`src/rtl/sdram_chk_pkg.sv`:
```
package sdram_chk_pkg;

  localparam int BANKS     = 2;
  localparam int MODE_W    = 3;
  localparam int BL_CODE_MAX = 3;
  localparam int BLEN_W    = BL_CODE_MAX + 2;

  typedef enum logic [2:0] {
    CMD_NOP, CMD_ACT, CMD_RD, CMD_WR, CMD_PRE, CMD_REF, CMD_MRS
  } cmd_e;

  typedef enum logic [1:0] {
    BK_IDLE    = 2'd0,
    BK_OPEN    = 2'd1,
    BK_CLOSING = 2'd2
  } bank_st_e;

  typedef enum logic [3:0] {
    VIO_NONE         = 4'd0,
    VIO_REF_WIN      = 4'd1,
    VIO_MODE_WIN     = 4'd2,
    VIO_PRE_WIN      = 4'd3,
    VIO_NOT_OPEN     = 4'd4,
    VIO_MODE_BUSY    = 4'd5,
    VIO_REF_BUSY     = 4'd6,
    VIO_ALREADY_OPEN = 4'd7,
    VIO_BAD_BURST    = 4'd8
  } vio_e;

endpackage

```
`src/rtl/sdram_rule_check.sv`:
```
module sdram_rule_check
  import sdram_chk_pkg::*;
#(
  parameter int T_RC  = 6,
  parameter int T_MCD = 2
) (
  input  logic              clk,
  input  logic              rst,
  input  logic              clr_err,
  input  cmd_e              cmd,
  input  logic              bank_sel,
  input  logic              ap_flag,
  input  logic [MODE_W-1:0] mode_bl,
  input  logic [BANKS-1:0]  bk_open,
  input  logic [BANKS-1:0]  bk_closing,
  output logic              cmd_legal,
  output logic [BLEN_W-1:0] burst_len,
  output logic              err_flag,
  output vio_e              err_code
);

  localparam int RC_W  = (T_RC  > 2) ? $clog2(T_RC)  : 1;
  localparam int MCD_W = (T_MCD > 2) ? $clog2(T_MCD) : 1;
  localparam int CODE_W = $clog2(BL_CODE_MAX + 1);

  logic [RC_W-1:0]   rc_cnt;
  logic [MCD_W-1:0]  mcd_cnt;
  logic [CODE_W-1:0] bl_code;
  vio_e              vio;
  logic              tgt_open, tgt_closing, any_open, any_closing;

  assign tgt_open    = bk_open[bank_sel];
  assign tgt_closing = bk_closing[bank_sel];
  assign any_open    = |bk_open;
  assign any_closing = |bk_closing;

  always_comb begin
    vio = VIO_NONE;
    if (cmd != CMD_NOP) begin
      if (rc_cnt != '0)       vio = VIO_REF_WIN;
      else if (mcd_cnt != '0) vio = VIO_MODE_WIN;
      else begin
        unique case (cmd)
          CMD_ACT: begin
            if (tgt_closing)   vio = VIO_PRE_WIN;
            else if (tgt_open) vio = VIO_ALREADY_OPEN;
          end
          CMD_RD, CMD_WR: begin
            if (tgt_closing)    vio = VIO_PRE_WIN;
            else if (!tgt_open) vio = VIO_NOT_OPEN;
          end
          CMD_PRE: begin
            if (ap_flag ? any_closing : tgt_closing) vio = VIO_PRE_WIN;
          end
          CMD_REF: begin
            if (any_closing)   vio = VIO_PRE_WIN;
            else if (any_open) vio = VIO_REF_BUSY;
          end
          CMD_MRS: begin
            if (any_closing)   vio = VIO_PRE_WIN;
            else if (any_open) vio = VIO_MODE_BUSY;
            else if (mode_bl > MODE_W'(BL_CODE_MAX)) vio = VIO_BAD_BURST;
          end
          default: vio = VIO_NONE;
        endcase
      end
    end
  end

  assign cmd_legal = (cmd != CMD_NOP) && (vio == VIO_NONE);
  assign burst_len = BLEN_W'(1) << bl_code;

  always_ff @(posedge clk) begin
    if (rst) begin
      rc_cnt  <= '0;
      mcd_cnt <= '0;
      bl_code <= '0;
    end else begin
      if (cmd_legal && cmd == CMD_REF) rc_cnt <= RC_W'(T_RC - 1);
      else if (rc_cnt != '0)           rc_cnt <= rc_cnt - 1'b1;
      if (cmd_legal && cmd == CMD_MRS) begin
        mcd_cnt <= MCD_W'(T_MCD - 1);
        bl_code <= mode_bl[CODE_W-1:0];
      end else if (mcd_cnt != '0) begin
        mcd_cnt <= mcd_cnt - 1'b1;
      end
    end
  end

  always_ff @(posedge clk) begin
    if (rst || clr_err) begin
      err_flag <= 1'b0;
      err_code <= VIO_NONE;
    end else if (!err_flag && vio != VIO_NONE) begin
      err_flag <= 1'b1;
      err_code <= vio;
    end
  end


  err_sticky_chk: assert property (@(posedge clk) disable iff (rst)
    (err_flag && !clr_err) |=> (err_flag && $stable(err_code)));


  err_code_named_chk: assert property (@(posedge clk) disable iff (rst)
    err_flag |-> (err_code != VIO_NONE));


  ref_window_quiet_chk: assert property (@(posedge clk) disable iff (rst)
    (cmd == CMD_REF && cmd_legal) |=> ##1 (bk_open == '0));

endmodule

```
`config.mk`:
```
export PLATFORM = sky130hd
export DESIGN_NAME = sdram_rule_check
export DESIGN_NICKNAME = d
export VERILOG_FILES = /design/src/rtl/sdram_chk_pkg.sv /design/src/rtl/sdram_rule_check.sv
export SDC_FILE = /design/constraint.sdc
export NUM_CORES = 1
export LEC_CHECK = 0
export ABC_AREA = 1
export BUFFER_PORTS_ARGS = -buffer_cell sky130_fd_sc_hd__buf_2
export CAP_MARGIN = 20
export CORE_AREA = 2 2 44 46
export CTS_BUF_LIST = sky130_fd_sc_hd__clkbuf_16
export CTS_CLUSTER_DIAMETER = 60
export DETAILED_ROUTE_END_ITERATION = 6
export DIE_AREA = 0 0 46 48
export GPL_TIMING_DRIVEN = 0
export PLACE_DENSITY_LB_ADDON = 0.25
export SLEW_MARGIN = 20
export SYNTH_ARGS = -nofsm -noshare
export SYNTH_HDL_FRONTEND = slang
export SYNTH_SLANG_ARGS = --single-unit
export TNS_END_PERCENT = 5
```
`constraint.sdc`:
```
create_clock -name clk -period 3.7 [get_ports clk]
set_input_delay 0.37 -clock clk [delete_from_list [all_inputs] [get_ports clk]]
set_output_delay 0.37 -clock clk [all_outputs]
set_load 0.1 [all_outputs]
```
==> results of run 1 <==
==> kinds of logic (layout without fill, tap and decap cells) <==
group / after synthesis / in the layout / synth area share
and+or+nand+nor: 83 / 83 / 0.491
AOI/OAI and AO/OA: 12 / 12 / 0.0896
buffers and inverters: 27 / 55 / 0.121
adders and majority gates: 2 / 2 / 0.0289
DFF: 11 / 11 / 0.254
xor gates and xnor gates: 1 / 1 / 0.0101
other: 1 / 1 / 0.00433
==> layout by cell type (no fill, tap or decap), types with 3 or more instances in the layout <==
| cell type | count |
|---|---|
| sky130_fd_sc_hd__a21oi_1 | 4 |
| sky130_fd_sc_hd__nand2_2 | 6 |
| sky130_fd_sc_hd__o21ai_0 | 4 |
| sky130_fd_sc_hd__nand2_1 | 31 |
| sky130_fd_sc_hd__clkbuf_16 | 3 |
| sky130_fd_sc_hd__dfxtp_1 | 11 |
| sky130_fd_sc_hd__buf_2 | 24 |
| sky130_fd_sc_hd__nor2_1 | 23 |
| sky130_fd_sc_hd__inv_2 | 5 |
| sky130_fd_sc_hd__nand3_1 | 11 |
| sky130_fd_sc_hd__inv_1 | 22 |
==> cells in the mapped netlist <==
master / count / area (um2)
sky130_fd_sc_hd__nand3b_1: 1 / 7.51
sky130_fd_sc_hd__nand2_1: 31 / 116
sky130_fd_sc_hd__nand3_1: 11 / 55.1
sky130_fd_sc_hd__dfxtp_1: 11 / 220
sky130_fd_sc_hd__nand4_1: 2 / 12.5
sky130_fd_sc_hd__o21ai_0: 4 / 20.0
sky130_fd_sc_hd__nand3_2: 1 / 10.0
sky130_fd_sc_hd__conb_1: 1 / 3.75
sky130_fd_sc_hd__nor2_2: 2 / 12.5
sky130_fd_sc_hd__inv_2: 5 / 18.8
sky130_fd_sc_hd__buf_4: 1 / 7.51
sky130_fd_sc_hd__nor2_4: 1 / 11.3
sky130_fd_sc_hd__ha_1: 2 / 25.0
sky130_fd_sc_hd__o21ai_2: 1 / 8.76
sky130_fd_sc_hd__inv_1: 21 / 78.8
sky130_fd_sc_hd__nand3_4: 1 / 17.5
sky130_fd_sc_hd__nor2_1: 23 / 86.3
sky130_fd_sc_hd__o21ai_1: 2 / 10.0
sky130_fd_sc_hd__nand2_2: 6 / 37.5
sky130_fd_sc_hd__nand2_4: 1 / 11.3
sky130_fd_sc_hd__a21boi_4: 1 / 18.8
sky130_fd_sc_hd__nand4_4: 2 / 42.5
sky130_fd_sc_hd__xor2_1: 1 / 8.76
sky130_fd_sc_hd__a21oi_1: 4 / 20.0
sky130_fd_sc_hd__nor3_1: 1 / 5.00
==> power groups by stage <==
stage | registers, W | clock network, W | logic (W)
after floorplan | 0.000236 | 0 | 0.000256
after global placement | 0.000159 | 0 | 0.000384
after detailed placement | 0.000160 | 0 | 0.000390
after CTS | 0.000158 | 0.000196 | 0.000392
after global routing | 0.000160 | 0.000202 | 0.000433
final | 0.000158 | 0.000193 | 0.000389
==> worst max path at each step <==
stage / start / slack (ns) / cells past startpoint / to
after floorplan: rc_cnt[0] / 1.51 / 10 / cmd_legal
after global placement: bk_closing[1] / 1.40 / 11 / cmd_legal
after detailed placement: bk_closing[1] / 1.41 / 11 / cmd_legal
after CTS: rc_cnt[0] / 1.28 / 11 / cmd_legal
after global routing: rc_cnt[0] / 1.17 / 11 / cmd_legal
final: rc_cnt[0] / 1.30 / 11 / cmd_legal
==> registers in the layout, summed over array words and instances (netlist names) <==
register / flops
err_code: 4
rc_cnt: 3
bl_code: 2
err_flag: 1
mcd_cnt: 1
==> layer usage <==
| layer | routed length, um | vias to the layer above |
|---|---|---|
| li1 | - | 482 |
| met1 | 758 | 366 |
| met2 | 749 | 13 |
| met3 | 68 | 4 |
| met4 | 34 | 0 |
| met5 | 0 | - |
==> metrics by stage <==
stage               total power [W]  instances  cell area [um2]  hold slack [ns]  utilization
floorplan                  0.000492        137              866            0.439            -
global placement           0.000543        178             1010            0.446        0.596
detailed placement         0.000550        178             1010            0.460        0.596
CTS                        0.000746        182             1090            0.348        0.643
global route               0.000795        182             1090            0.363        0.643
finish                     0.000739        182             1090            0.353        0.643
==> layout make-up <==
class	instances	share of cell area
Multi-Input combinational cell	99	0.498
Sequential cell	11	0.203
Timing Repair Buffer	24	0.111
Inverter	26	0.0899
Clock buffer	3	0.0691
Tap cell	17	0.0196
Buffer	1	0.00691
Clock inverter	1	0.00346
==> metrics.md, run 1 <==
| Metric | Value |
|---|---|
| Run status | `complete, no violations` |
| Number of cells on the worst hold path | `2` |
| Critical Path Sink Type | `output pin` |
| DRT antenna net count | `0` |
| Setup repair after global routing missed its margin | `false` |
| Pint | `0.000380 W` |
| Final setup skew | `0.00376 ns` |
| Switch share | `0.486` |
| Insertion delay to the later sink of the worst-skew pair | `0.24 ns` |
| Global-route track usage on met3 | `0.0679` |
| Placeable core region | `1690 um2` |
| Hold Violations, Final | `0` |
| Multi-input logic area | `541 um2` |
| Drt initial violations | `9` |
| Area grow syn2layout | `25.4%` |
| Total die area | `2210 um2` |
| Number of synthesized register bits | `11` |
| Fraction of the yosys area taken by sequential cells | `0.254` |
| Power share of the clock group | `0.261` |
| Root buffer selected by CTS | `sky130_fd_sc_hd__clkbuf_16` |
| Initial antenna violation count | `0` |
| Fmax | `416 MHz` |
| Antenna diode count | `0` |
| Post-CTS Setup Repair Bufs | `0` |
| Clock tree from TritonCTS | `done` |
| Worst flop-to-flop path endpoint | `err_code[0]` |
| Time the worst path needs with I/O delays and setup | `~2.4 ns` |
| Buffer and inverter count on the worst path | `5` |
| Count of endpoints failing setup in the final report | `0` |
| Die W | `46 um` |
| Most frequent CP cell | `sky130_fd_sc_hd__inv_1` |
| Final TNS setup | `0 ns` |
| Mean instance size in the synthesized netlist | `6.32 um2` |
| Busiest metal layer after global routing | `met2` |
| Largest net degree at the start of global routing | `7` |
| Placed wire-length estimate | `1.34 mm` |
| Cells along the critical path | `inv_1 > ha_1 > inv_1 > nor2_2 > nand2_2 > inv_2 > nand4_4 > a21boi_4 > nand4_1 > inv_1 > buf_2` |
| Deepest clock path buffer count | `2` |
| Wirelength per Cell | `just under 9 um` |
| Initial cell density of the core | `0.513` |
| Clock transition time at the flip-flop clock pins of the worst setup and hold paths | `0.04 ns` |
| Crit path kind | `flip-flop to output pin` |
| Final max-slew violation count | `0` |
| Worst Path Max Fanout | `6` |
| Number of sinks handled by clock tree synthesis | `11` |
| Minimum setup slack after placement | `1.41 ns` |
| Crit path launch type | `flip-flop` |
| Met1 track demand over resource in global routing | `0.227` |
| Via-per-instance ratio | `4.75` |
| Overall via count from detail_route | `865` |
| Instance count of the mapped netlist | `about 140` |
| Number of different library cells in the post-synthesis netlist | `25` |
| Hold worst-path end | `rc_cnt[2]` |
| Post-cts sizing count | `0` |
| Critical path required time | `3.33 ns` |
| H-tree Lvls | `1` |
| Area taken by flip-flops and latches | `220 um2` |
| Slack of the worst reg-to-reg path | `1.99 ns` |
| Leak pwr | `0.625 nW` |
| Number of warnings reported in the yosys synthesis log | `0` |
| Number of placement rows | `15` |
| Peak per-stage delay on the critical path | `around 0.42 ns` |
| GRT Residual Overflow | `0` |
| Number of cells traversed by the worst register-to-register path | `12` |
| Setup ws final | `~1.3 ns` |
| Startpoint of the tightest hold check path | `rst` |
| Net Switching | `0.000359 W` |
| Origin of the critical flop-to-flop path | `rc_cnt[0]` |
| Number of global-route vias before repair | `~700` |
| Total standard cell area after synthesis | `866 um2` |
| Sum of routed wire length over all layers | `1.61 mm` |
| Layout net count | `183` |
| Combinational power share | `0.525` |
| Initial DRT Pass Iterations | `3` |
| Die extent in y | `48 um` |
| Worst-path cell with the longest stage delay | `sky130_fd_sc_hd__buf_2` |
| Fraction of final layout cells with drive strength greater than 1 | `0.297` |
| Fill cell count | `173` |
| Max-cap violations | `0` |
| Overall track demand over capacity in global routing | `0.181` |
| Remaining routing DRC violations | `0` |
| Cell class contributing the biggest share of worst-path delay | `buffers and inverters` |
| Global-route met2 utilization | `0.272` |
| Count of input and output buffers | `24` |
| I/O pin count | `26` |
| First-pass GRT wire length | `2.79 mm` |
| Power density relative to cell area | `681 nW/um2` |
| Peak supply drop | `between 0.4 and 0.5 mV` |
| Flop pwr share | `0.214` |
| Tcrit/Tclk final | `0.649` |
| Syn_nets | `154` |
| Number of buffers created by CTS | `3` |
| CTS Hold Buffers Added | `0` |
| Hold/Removal Path Class | `primary input to flip-flop` |
| Final weighted congestion in routability-driven placement | `roughly 0.84` |
| Arrival @ worst endpoint | `2.03 ns` |
Power figures use the tool's default switching activity.
==> run 2, diff against run 1 <==
Settings changed: CORE_AREA 2 2 44 46 to 2 2 47 49, DIE_AREA 0 0 46 48 to 0 0 49 51.
Clock period 3.7 ns to 2.16 ns, I/O delays scaled along.
==> run 2 against run 1 <==
Net effect:
- first-iteration DRC count is 33% higher
- routed wire length is 8.5% higher
- die area is 13% higher
- worst setup slack worse by 1.2 ns
- critical path depth stayed put
- non-clock buffer count is 1 higher
- clock-buffer cell count stayed put
- sequential cell count stayed put
- sequential share of layout area is 0.74 points lower
- cell count is 6.6% higher
- sequential power is 74% higher
- total power is 78% higher
- critical path type unchanged
- critical endpoint unchanged
- highest routed layer unchanged
==> metrics.md, run 2 (synthesized netlist as in run 1, its figures left out) <==
| Metric | Value |
|---|---|
| Final setup skew | `0.00190 ns` |
| I/O pin count | `26` |
| Deepest clock path buffer count | `2` |
| Most frequent CP cell | `sky130_fd_sc_hd__inv_1` |
| Leak pwr | `around 0.63 nW` |
| Peak supply drop | `between 0.8 and 0.9 mV` |
| Power density relative to cell area | `between 1000 and 1500 nW/um2` |
| Overall via count from detail_route | `859` |
| DRT antenna net count | `0` |
| Max reg flops | `4` |
| Power consumption | `0.00132 W` |
| H-tree Lvls | `1` |
| Commonest cells after routing, fill and taps aside | `31 x sky130_fd_sc_hd__nand2_1, 23 x sky130_fd_sc_hd__nor2_1, 23 x sky130_fd_sc_hd__buf_2, 22 x sky130_fd_sc_hd__inv_1` |
| Most common cell after layout, fill and taps aside | `sky130_fd_sc_hd__nand2_1` |
| Placeable core region | `between 2000 and 2500 um2` |
| Number of placement rows | `17` |
| Arrival @ worst endpoint | `1.83 ns` |
| Time the worst path needs with I/O delays and setup | `2.04 ns` |
| Die extent in y | `about 51 um` |
| Count of input and output buffers | `24` |
| Registers with the most flip-flops | `err_code x4, rc_cnt x3, bl_code x2` |
| Hold/Removal Path Class | `primary input to flip-flop` |
| Antenna diode count | `0` |
| Clock transition time at the flip-flop clock pins of the worst setup and hold paths | `0.04 ns` |
| Total die area | `2500 um2` |
| Drt initial violations | `12` |
| CTS Hold Buffers Added | `0` |
| Final max-slew violation count | `0` |
| Cells along the critical path | `inv_1 > ha_1 > inv_1 > nor2_4 > nand2_2 > inv_2 > nand4_4 > a21boi_4 > nand4_1 > inv_1 > buf_12` |
| GRT Residual Overflow | `0` |
| Fmax | `490 MHz` |
| Number of global-route vias before repair | `about 800` |
| Final weighted congestion in routability-driven placement | `0.752` |
| Sum of routed wire length over all layers | `1.75 mm` |
| Number of sinks handled by clock tree synthesis | `11` |
| Largest net degree at the start of global routing | `7` |
| Count of endpoints failing setup in the final report | `0` |
| Peak per-stage delay on the critical path | `0.34 ns` |
| Cell class contributing the biggest share of worst-path delay | `buffers and inverters` |
| Fraction of final layout cells with drive strength greater than 1 | `0.301` |
| First-pass GRT wire length | `roughly 3.0 mm` |
| Area grow syn2layout | `30.2%` |
| Remaining routing DRC violations | `0` |
| Placed wire-length estimate | `1.47 mm` |
| Tcrit/Tclk final | `0.945` |
| Initial cell density of the core | `0.420` |
| Max-cap violations | `0` |
| Root buffer selected by CTS | `sky130_fd_sc_hd__clkbuf_16` |
| Via-per-instance ratio | `4.43` |
| Critical path required time | `around 1.9 ns` |
| Wirelength per Cell | `9.00 um` |
| Initial antenna violation count | `0` |
| Number of buffers created by CTS | `3` |
| Crit path launch type | `flip-flop` |
| Crit path kind | `flip-flop to output pin` |
| Initial DRT Pass Iterations | `4` |
| Hold Violations, Final | `0` |
| Clock tree from TritonCTS | `done` |
| Buffer and inverter count on the worst path | `5` |
| Overall track demand over capacity in global routing | `0.155` |
| Minimum setup slack after placement | `0.122 ns` |
| Fill cell count | `223` |
| Setup ws final | `0.118 ns` |
| Layout net count | `184` |
| Most flop-heavy register | `err_code` |
| Run status | `complete, no violations` |
| Die W | `approximately 49 um` |
| Insertion delay to the later sink of the worst-skew pair | `0.24 ns` |
| Worst-path cell with the longest stage delay | `sky130_fd_sc_hd__dfxtp_1` |
| Critical Path Sink Type | `output pin` |
| Worst Path Max Fanout | `6` |
## run 2: changes by cell type in the layout (fill, tap and decap cells not counted)
cell                     change
sky130_fd_sc_hd__buf_12      +1
sky130_fd_sc_hd__nor2_4      +1
sky130_fd_sc_hd__nor2_2      -1
sky130_fd_sc_hd__buf_4       +1
sky130_fd_sc_hd__buf_2       -1
## run 2: area by class of cell
| class | instances | area [um2] | share of cell area |
|---|---|---|---|
| multi-input cells | 99 | 546 | 0.484 |
| flip-flops and latches | 11 | 220 | 0.195 |
| repair buffers | 25 | 143 | 0.127 |
| inverters | 26 | 97.6 | 0.0866 |
| clock buffers | 3 | 75.1 | 0.0666 |
| well taps | 28 | 35.0 | 0.0311 |
| plain buffers | 1 | 7.51 | 0.00666 |
| clock inverters | 1 | 3.75 | 0.00333 |
## run 2: timing repair
| action | 4_1_cts | 5_1_grt |
|---|---|---|
| gates resized for setup | 2 | 3 |
| buffers inserted | 0 | 1 |
| setup endpoints to repair | 1 | 1 |
## run 2: final timing paths
| path | start | to | slack, ns | depth (start not counted) |
|---|---|---|---|---|
| setup / recovery | rc_cnt[0] | cmd_legal | 0.12 | 11 |
| hold / removal | rst | rc_cnt[2] | 0.20 | 2 |
| setup reg to reg | rc_cnt[0] | bl_code[1] | 0.42 | 13 |
| hold reg to reg | err_code[2] | err_code[2] | 0.46 | 2 |
## run 2: report_power, final
part | switching [W] | leakage (nW) | internal, W
Clock | 0.0000929 | 0.0423 | 0.000243
Sequential | 0.0000280 | 0.0901 | 0.000247
Combinational | 0.000516 | 0.502 | 0.000192
## run 2: metrics by stage
stage / setup TNS, ns / hold slack [ns] / util / instances / area (um2)
final: 0 / 0.202 / 0.546 / 194 / 1130
after global routing: -0.00455 / 0.218 / 0.546 / 194 / 1130
after CTS: 0 / 0.199 / 0.536 / 193 / 1110
after detailed placement: 0 / 0.448 / 0.495 / 189 / 1020
after global placement: 0 / 0.441 / 0.495 / 189 / 1020
after floorplan: 0 / 0.285 / - / 137 / 866
## run 2: layer usage
| metal | global-route usage | vias up | routed length, um |
|---|---|---|---|
| met5 | 0 | - | 0 |
| met4 | 0.0381 | 0 | 15 |
| met3 | 0.0614 | 3 | 69 |
| met2 | 0.299 | 8 | 925 |
| met1 | 0.156 | 369 | 736 |
| li1 | - | 479 | - |
==> run 3, diff against run 2 <==
Settings changed: CTS_CLUSTER_SIZE set to 10, PLACE_DENSITY set to 0.72, PLACE_DENSITY_LB_ADDON 0.25 to unset.
==> run 3 against run 2 <==
Net effect:
- combinational power down 2%
- via count grew 3.6%
- critical path depth stayed put
- critical path type unchanged
- largest cell class unchanged
==> metrics.md, run 3 (synthesized netlist as in run 1, its figures left out) <==
| Metric | Value |
|---|---|
| Run status | `complete, no violations` |
| First-pass GRT wire length | `2.93 mm` |
| Critical path required time | `1.94 ns` |
| Setup repair after global routing missed its margin | `false` |
| Count of endpoints failing setup in the final report | `0` |
| Switch share | `0.480` |
| Number of placement rows | `17` |
| Slack of the worst reg-to-reg path | `0.37 ns` |
| Commonest cells after routing, fill and taps aside | `31 x sky130_fd_sc_hd__nand2_1, 23 x sky130_fd_sc_hd__buf_2, 22 x sky130_fd_sc_hd__inv_1, 22 x sky130_fd_sc_hd__nor2_1` |
| Final setup skew | `roughly 0.0017 ns` |
| Final weighted congestion in routability-driven placement | `0.791` |
| Arrival @ worst endpoint | `1.78 ns` |
| Pint | `0.000671 W` |
| Power consumption | `0.00129 W` |
| Fraction of final layout cells with drive strength greater than 1 | `0.307` |
| Hold Slack | `0.198 ns` |
| Sum of routed wire length over all layers | `1.70 mm` |
| Most flop-heavy register | `err_code` |
| Total die area | `approximately 2500 um2` |
| Most common cell after layout, fill and taps aside | `sky130_fd_sc_hd__nand2_1` |
| Number of buffers created by CTS | `3` |
| Die extent in y | `51 um` |
| Overall track demand over capacity in global routing | `0.148` |
| Number of sinks handled by clock tree synthesis | `11` |
| Overall via count from detail_route | `890` |
| Final max-slew violation count | `0` |
| Drt initial violations | `9` |
| Insertion delay to the later sink of the worst-skew pair | `0.23 ns` |
| Net Switching | `~0.00062 W` |
| Power share of the clock group | `0.253` |
| Worst Path Max Fanout | `6` |
| Crit path launch type | `flip-flop` |
| Fmax | `~500 MHz` |
| Combinational power share | `0.536` |
| Count of input and output buffers | `24` |
| Area grow syn2layout | `29.3%` |
| Tcrit/Tclk final | `0.926` |
| Root buffer selected by CTS | `sky130_fd_sc_hd__clkbuf_16` |
| Leak pwr | `0.631 nW` |
| Hold Violations, Final | `0` |
| Via-per-instance ratio | `4.59` |
| GRT Residual Overflow | `0` |
| Initial antenna violation count | `0` |
| DRT antenna net count | `0` |
| Deepest clock path buffer count | `2` |
| Antenna diode count | `0` |
| Registers with the most flip-flops | `err_code x4, rc_cnt x3, bl_code x2` |
| Placed wire-length estimate | `1.40 mm` |
| Layout net count | `around 180` |
| Max reg flops | `4` |
| Final TNS setup | `0 ns` |
| Placeable core region | `2060 um2` |
| Largest net degree at the start of global routing | `7` |
| Initial cell density of the core | `0.420` |
| Initial DRT Pass Iterations | `4` |
| Flop pwr share | `0.211` |
| Clock tree from TritonCTS | `done` |
| Fill cell count | `219` |
| Time the worst path needs with I/O delays and setup | `2.00 ns` |
| Number of global-route vias before repair | `approximately 800` |
| Critical Path Sink Type | `output pin` |
| Power density relative to cell area | `1150 nW/um2` |
| H-tree Lvls | `1` |
| Hold/Removal Path Class | `primary input to flip-flop` |
| Remaining routing DRC violations | `0` |
| Wirelength per Cell | `8.74 um` |
| Crit path kind | `flip-flop to output pin` |
| Die W | `slightly below 50 um` |
| Peak supply drop | `between 0.8 and 0.9 mV` |
| I/O pin count | `26` |
| Clock transition time at the flip-flop clock pins of the worst setup and hold paths | `roughly 0.04 ns` |
| Max-cap violations | `0` |
run 3: per-layer routing:
metal,global-route usage,vias up,part of all wire
met5,0,-,0
met2,0.281,10,0.52
met4,0.0190,0,0
met3,0.0526,0,0.034
li1,-,486,-
met1,0.163,394,0.44
run 3: per-stage QoR:
stage	instance area, um2	utilization	worst slack [ns]	cells
floorplan	866	-	0.125	137
global route	1120	0.543	0.0297	194
detailed placement	1020	0.495	0.158	189
CTS	1100	0.534	0.0313	193
global placement	1020	0.495	0.162	189
finish	1120	0.543	0.160	194
run 3: power groups by stage:
stage               combinational, W  sequential (W)  clock (W)
global route                0.000762        0.000277   0.000345
floorplan                   0.000438        0.000404          0
CTS                         0.000675        0.000273   0.000334
finish                      0.000691        0.000272   0.000326
global placement            0.000658        0.000273          0
detailed placement          0.000667        0.000276          0
run 3: repair_timing:
action,CTS,global route
hold buffers,0,0
buffers inserted,0,1
resized for setup,1,3
setup endpoints to repair,1,1
run 3: layout make-up:
cell class / count / area, um2 / share of cell area
Buffer: 1 / 7.51 / 0.00670
Multi-Input combinational cell: 99 / 543 / 0.485
Timing Repair Buffer: 25 / 138 / 0.123
Clock inverter: 1 / 3.75 / 0.00335
Clock buffer: 3 / 75.1 / 0.0670
Sequential cell: 11 / 220 / 0.197
Inverter: 26 / 97.6 / 0.0872
Tap cell: 28 / 35.0 / 0.0313
run 3: path summary, 6_finish.rpt:
path                     from     endpoint  depth (start not counted)
setup / recovery    rc_cnt[0]    cmd_legal                         11
hold / removal            rst    rc_cnt[0]                          2
setup reg to reg    rc_cnt[0]  err_code[3]                         14
hold reg to reg   err_code[2]  err_code[2]                          2
run 3: worst max-delay path, stage by stage (launching register included):
cell	delay [ns]
sky130_fd_sc_hd__dfxtp_1	0.31
sky130_fd_sc_hd__inv_1	0.08
sky130_fd_sc_hd__ha_1	0.14
sky130_fd_sc_hd__inv_1	0.04
sky130_fd_sc_hd__nor2_2	0.22
sky130_fd_sc_hd__nand2_2	0.11
sky130_fd_sc_hd__inv_2	0.09
sky130_fd_sc_hd__nand4_4	0.07
sky130_fd_sc_hd__a21boi_4	0.16
sky130_fd_sc_hd__nand4_1	0.09
sky130_fd_sc_hd__inv_1	0.06
sky130_fd_sc_hd__buf_8	0.17
